--- config.mk ---
export PLATFORM = sky130hd
export DESIGN_NAME = commutation_pwm_seq
export DESIGN_NICKNAME = d
export VERILOG_FILES = /design/src/rtl/commut_pkg.sv /design/src/rtl/commut_pwm_timebase.sv /design/src/rtl/commut_step_ctrl.sv /design/src/rtl/commut_gate_map.sv /design/src/rtl/commutation_pwm_seq.sv
export SDC_FILE = /design/constraint.sdc
export NUM_CORES = 1
export LEC_CHECK = 0
export BUFFER_PORTS_ARGS = -buffer_cell sky130_fd_sc_hd__buf_4
export CAP_MARGIN = 20
export CORE_UTILIZATION = 40
export DETAILED_ROUTE_END_ITERATION = 16
export GPL_ROUTABILITY_DRIVEN = 0
export GPL_TIMING_DRIVEN = 0
export REMOVE_ABC_BUFFERS = 1
export SYNTH_ARGS = -nofsm -noshare
export SYNTH_HDL_FRONTEND = slang
export SYNTH_SLANG_ARGS = --single-unit
export TNS_END_PERCENT = 1
--- constraint.sdc ---
create_clock -name clk -period 4.05 [get_ports clk]
set_input_delay 0.81 -clock clk [delete_from_list [all_inputs] [get_ports clk]]
set_output_delay 0.81 -clock clk [all_outputs]
set_load 0.01 [all_outputs]
--- src/rtl/commut_pkg.sv ---
package commut_pkg;

    localparam int unsigned NUM_STEPS = 6;

    typedef logic [2:0] phase_t;     // one-hot, bit0 = A, bit1 = B, bit2 = C
    typedef logic [2:0] step_idx_t;

    typedef struct packed {
        phase_t hs;
        phase_t ls;
    } pair_t;

    // High phase is idx/2; low phase is (high + 1 + idx[0]) mod 3.
    function automatic pair_t step_pair(step_idx_t idx);
        logic [1:0] hs_n;
        logic [1:0] ls_n;
        logic [2:0] sum;
        pair_t      p;
        hs_n = idx[2:1];
        sum  = {1'b0, hs_n} + 3'd1 + {2'b00, idx[0]};
        ls_n = (sum >= 3'd3) ? 2'(sum - 3'd3) : sum[1:0];
        p.hs = phase_t'(3'b001 << hs_n);
        p.ls = phase_t'(3'b001 << ls_n);
        return p;
    endfunction

endpackage

--- src/rtl/commut_pwm_timebase.sv ---
module commut_pwm_timebase #(
    parameter int unsigned CNT_W      = 16,
    parameter int unsigned DEF_PERIOD = 32767,
    parameter int unsigned DEF_DUTY   = 8191
) (
    input  logic             clk,
    input  logic             rst,
    input  logic [CNT_W-1:0] period_in,
    input  logic [CNT_W-1:0] duty_in,
    output logic             pwm_o,
    output logic [CNT_W-1:0] cnt_o,
    output logic [CNT_W-1:0] per_o,
    output logic [CNT_W-1:0] duty_o
);
    typedef logic [CNT_W-1:0] cnt_t;

    localparam cnt_t PER_RST  = cnt_t'(DEF_PERIOD);
    localparam cnt_t DUTY_RST = cnt_t'(DEF_DUTY);

    typedef struct packed {
        cnt_t cnt;
        cnt_t per;
        cnt_t duty;
        logic pwm;
    } tb_state_t;

    tb_state_t tb_d, tb_q;
    logic      wrap;

    always_comb begin
        tb_d = tb_q;
        wrap = (tb_q.cnt == tb_q.per);
        if (wrap) begin
            tb_d.cnt  = '0;
            tb_d.per  = period_in;
            tb_d.duty = duty_in;
            tb_d.pwm  = 1'b0;
        end else begin
            tb_d.cnt = tb_q.cnt + cnt_t'(1);
            if (tb_q.cnt == tb_q.duty && tb_q.duty != '0) begin
                tb_d.pwm = 1'b1;
            end
        end
    end

    always_ff @(posedge clk) begin
        if (rst) begin
            tb_q.cnt  <= '0;
            tb_q.per  <= PER_RST;
            tb_q.duty <= DUTY_RST;
            tb_q.pwm  <= 1'b0;
        end else begin
            tb_q <= tb_d;
        end
    end

    assign pwm_o  = tb_q.pwm;
    assign cnt_o  = tb_q.cnt;
    assign per_o  = tb_q.per;
    assign duty_o = tb_q.duty;

endmodule

--- src/rtl/commut_step_ctrl.sv ---
module commut_step_ctrl
    import commut_pkg::*;
#(
    parameter int unsigned DT_W = 8
) (
    input  logic            clk,
    input  logic            rst,
    input  logic            enable,
    input  logic            step,
    input  logic [DT_W-1:0] dead_cycles,
    output step_idx_t       idx_o,
    output logic            blank_o
);
    localparam step_idx_t LAST_IDX = step_idx_t'(NUM_STEPS - 1);

    typedef struct packed {
        step_idx_t       idx;
        logic [DT_W-1:0] blank;
    } sc_state_t;

    sc_state_t sc_d, sc_q;

    always_comb begin
        sc_d = sc_q;
        if (sc_q.blank != '0) begin
            sc_d.blank = sc_q.blank - 1'b1;
        end
        if (enable && step) begin
            sc_d.idx   = (sc_q.idx == LAST_IDX) ? '0 : sc_q.idx + 3'd1;
            sc_d.blank = dead_cycles;
        end
    end

    always_ff @(posedge clk) begin
        if (rst) begin
            sc_q.idx   <= '0;
            sc_q.blank <= '0;
        end else begin
            sc_q <= sc_d;
        end
    end

    assign idx_o   = sc_q.idx;
    assign blank_o = (sc_q.blank != '0);

endmodule

--- src/rtl/commut_gate_map.sv ---
module commut_gate_map
    import commut_pkg::*;
(
    input  logic      rst,
    input  logic      enable,
    input  logic      blank,
    input  logic      pwm,
    input  step_idx_t idx,
    output phase_t    hs_gate,
    output phase_t    ls_gate
);
    pair_t pair;
    logic  drive;

    always_comb begin
        pair    = step_pair(idx);
        drive   = enable && !blank && !rst;
        hs_gate = (drive && pwm) ? pair.hs : '0;
        ls_gate = drive ? pair.ls : '0;
    end

endmodule

--- src/rtl/commutation_pwm_seq.sv ---
module commutation_pwm_seq
    import commut_pkg::*;
#(
    parameter int unsigned CNT_W      = 16,
    parameter int unsigned DT_W       = 8,
    parameter int unsigned DEF_PERIOD = 32767,
    parameter int unsigned DEF_DUTY   = 8191
) (
    input  logic             clk,
    input  logic             rst,
    input  logic             enable,
    input  logic             step,
    input  logic [CNT_W-1:0] period_in,
    input  logic [CNT_W-1:0] duty_in,
    input  logic [DT_W-1:0]  dead_cycles,
    output logic [2:0]       hs_gate,
    output logic [2:0]       ls_gate
);
    logic             pwm_w;
    logic [CNT_W-1:0] cnt_w;
    logic [CNT_W-1:0] per_w;
    logic [CNT_W-1:0] duty_w;
    step_idx_t        idx_w;
    logic             blank_w;

    commut_pwm_timebase #(
        .CNT_W      (CNT_W),
        .DEF_PERIOD (DEF_PERIOD),
        .DEF_DUTY   (DEF_DUTY)
    ) timebase_i (
        .clk       (clk),
        .rst       (rst),
        .period_in (period_in),
        .duty_in   (duty_in),
        .pwm_o     (pwm_w),
        .cnt_o     (cnt_w),
        .per_o     (per_w),
        .duty_o    (duty_w)
    );

    commut_step_ctrl #(
        .DT_W (DT_W)
    ) step_ctrl_i (
        .clk         (clk),
        .rst         (rst),
        .enable      (enable),
        .step        (step),
        .dead_cycles (dead_cycles),
        .idx_o       (idx_w),
        .blank_o     (blank_w)
    );

    commut_gate_map gate_map_i (
        .rst     (rst),
        .enable  (enable),
        .blank   (blank_w),
        .pwm     (pwm_w),
        .idx     (idx_w),
        .hs_gate (hs_gate),
        .ls_gate (ls_gate)
    );

endmodule

==> results_dict.tcl <==
set metrics [dict create \
    placed_cells 484 \
    cts_tree "built" \
    dp_hpwl_um 4190 \
    die-area_mm2 0.00786 \
    final_max_slew_viol_count 0 \
    clockRootBuffer "sky130_fd_sc_hd__clkbuf_8" \
    synth_top_cell_area_share 0.400 \
    route.final.wire_length_um 5700 \
    placeableCoreArea_mm2 0.00725 \
    design.final.nets 447 \
    antennaDiodeCount 0 \
    avgViaCountPerCell 4.75 \
    firstDrtPassIters 6 \
    postCtsResizedCells 0 \
    hold_path.class "reg -> reg" \
    crit_chain "or4_4, or3_1, or3b_4, or2_4, nor3b_2, buf_4" \
    start_util 0.414 \
    route.detailed.drc 0 \
    drv_cap 0 \
    layout_setup_ws_ns 0.563 \
    setup.worst_path.end_class "primary output" \
    grt_pass1_wl_um 9610 \
    netlist-cell-type-count 38 \
    synthMuxAreaShare 0.0204 \
    chipHeight_um 88.7 \
    grt_start_max_net_pins 44 \
    tightestPinTransition_ns 0.799 \
    tritoncts.num_buffers 9 \
    setup-violations-final 0 \
    critical_path_buf_inv_count 1 \
    pre_cts_slack_ns 0.901 \
    clk_transition_reported_paths_ns 0.06 \
    area_delta_synth_final_pct 20.9 \
    yosysWarningCount 0 \
    overflow 0 \
    critical_path_top_delay_cell "sky130_fd_sc_hd__or4_4" \
    timing.critical_path.arrival_ns 2.68 \
    final_layout_size_suffix_gt1_frac 0.168 \
    fin_cells 499 \
    cts.repair_timing.setup_buffer_count 0 \
    cts-hold-fix-buffers 0 \
    clock_sinks 60 \
    synth_area_leaders "sky130_fd_sc_hd__dfxtp_1, sky130_fd_sc_hd__xor2_1, sky130_fd_sc_hd__nor2_1, sky130_fd_sc_hd__a211o_1, sky130_fd_sc_hd__xnor2_1" \
    p_per_area_mw_per_mm2 390 \
    adder_cell_fraction_of_synth_area 0.0317 \
    ys_seq_elements 60 \
    rows 31 \
    status "finished, final reports clean" \
    dr_total_vias 2368 \
    timing.critical_path.required_ns 3.24 \
    routed_wire_length_per_instance_um 11.4 \
    synth_edf_count 0 \
    synth_xor_xnor_area_share 0.149 \
    rsz_0062_raised_after_global_routing "no" \
    seq_area_frac_synth 0.400 \
    detail_route.iter0.violations 78 \
    power_leakage_nw 1.51 \
    finalWorstPathRequiredPeriod_ns 3.49 \
    mappedNetlistArea_mm2 0.00300 \
    global_route.usage.total 0.160 \
    timing.clock.skew_ns 0.00610 \
    netlist.top_cell.by_area "sky130_fd_sc_hd__dfxtp_1" \
    htree_levels 3 \
    fp.dieW_um 88.7 \
    critical_path_class "reg -> out" \
    peakVddDrop_mv 0.186 \
    crit_path_max_fanout 6 \
    worst_path_dominant_cell_family "simple AND/OR/NAND/NOR gates" \
    grt_pass1_vias 2192 \
    clkLatencyLatePin_ns 0.33 \
    synthFlopType "sky130_fd_sc_hd__dfxtp_1" \
    complex_gate_fraction_of_the_synthesized_area 0.126 \
    cts_max_path_buffers 2 \
    simple_gate_share_of_the_synthesized_area 0.196 \
    fillers 740 \
    port-buffer-count 49 \
    max_slew_margin 0.466 \
    clock.fmax_mhz 287 \
    antenna_found_initial 0 \
    antenna_violating_nets_post_route 0 \
    layout_commonest_cell "sky130_fd_sc_hd__nor2_1" \
    hold_violations 0 \
    most-common-layout-cells "sky130_fd_sc_hd__nor2_1, sky130_fd_sc_hd__dfxtp_1, sky130_fd_sc_hd__buf_4" \
    synthesis.instances 358 \
    synth_top_family_by_area "simple AND/OR/NAND/NOR gates" \
    slowest_delay_ns 0.56 \
    critical_path.startpoint_type "flip-flop" \
    post-route-util 0.501 \
    synthesis.area_per_instance_um2 8.39 \
    io_pins 50 \
    finalCritPeriodShare 0.861 \
    synth_async_sr_flop_share 0 \
]
sequential cells by signal (all words and copies together), names as in the netlist:
name / cells
step_ctrl_i.idx_o: 3
step_ctrl_i.sc_q: 8
timebase_i.cnt_o: 16
timebase_i.duty_o: 16
timebase_i.per_o: 16
timebase_i.pwm_o: 1
power by group:
part           leakage (nW)  switching [W]  internal [W]  total, W
Combinational         0.928       0.000101      0.000119  0.000219
Clock                0.0977       0.000207      0.000344  0.000552
Sequential            0.487      0.0000263      0.000619  0.000645
metrics by stage:
step	setup TNS (ns)	cell area, µm²	hold WS, ns	power (W)
2_1_floorplan	0	2910	0.433	0.000807
3_3_place_gp	-9.83	3400	0.461	0.000870
3_5_place_dp	0	3430	0.467	0.000879
4_1_cts	0	3630	0.475	0.00143
5_1_grt	0	3630	0.493	0.00149
6_report	0	3630	0.473	0.00142
layout make-up:
cell class              instances  area [µm²]  share of cell area
inverters                      38         143              0.0393
clock buffers                  13         139              0.0382
multi-input cells             236        1570               0.432
flip-flops and latches         60        1200               0.331
well taps                      99         124              0.0341
clock inverters                 2        60.1              0.0165
repair buffers                 51         398               0.110
worst paths after layout:
kind	from	endpoint	slack (ns)	cells after the start
max	step_ctrl_i.sc_q[3]	hs_gate[2]	0.56	6
max reg2reg	timebase_i.cnt_o[7]	timebase_i.cnt_o[7]	1.29	5
min	timebase_i.pwm_o	timebase_i.pwm_o	0.47	2
min reg2reg	timebase_i.pwm_o	timebase_i.pwm_o	0.47	2
Yosys cell counts (3+ instances only):
cell type                   n
sky130_fd_sc_hd__nor3_1     8
sky130_fd_sc_hd__dfxtp_1   60
sky130_fd_sc_hd__nor4_1    11
sky130_fd_sc_hd__and3_1     3
sky130_fd_sc_hd__mux2i_1    5
sky130_fd_sc_hd__ha_1       6
sky130_fd_sc_hd__nand2b_1   3
sky130_fd_sc_hd__a211oi_1   5
sky130_fd_sc_hd__nand3_1    4
sky130_fd_sc_hd__xor2_1    31
sky130_fd_sc_hd__a211o_1   28
sky130_fd_sc_hd__nor2_1    67
sky130_fd_sc_hd__nand4_1    8
sky130_fd_sc_hd__xnor2_1   20
sky130_fd_sc_hd__inv_1     38
sky130_fd_sc_hd__a21oi_1    7
sky130_fd_sc_hd__clkbuf_1  23
sky130_fd_sc_hd__nand2_1   11
per-layer routing:
metal  track usage  vias to the layer above  wire length [µm]
li1              -                     1256                 -
met1         0.193                     1060              2820
met2         0.269                       46              2580
met3        0.0513                        6               239
met4        0.0528                        0                61
met5             0                        -                 0
worst min-delay path, stage by stage, from the launching register on:
cell and delay, ns:
sky130_fd_sc_hd__dfxtp_1 0.29, sky130_fd_sc_hd__inv_1 0.07, sky130_fd_sc_hd__a21oi_1 0.06
cell families after synthesis:
family                   after synthesis
AND/OR/NAND/NOR                      124
buffers and inverters                 62
flip-flops                            60
XOR/XNOR                              51
AO/OA/AOI/OAI                         48
adder cells (fa/ha/maj)                7
multiplexers                           6
No activity file was read; power rests on OpenSTA's default activity.
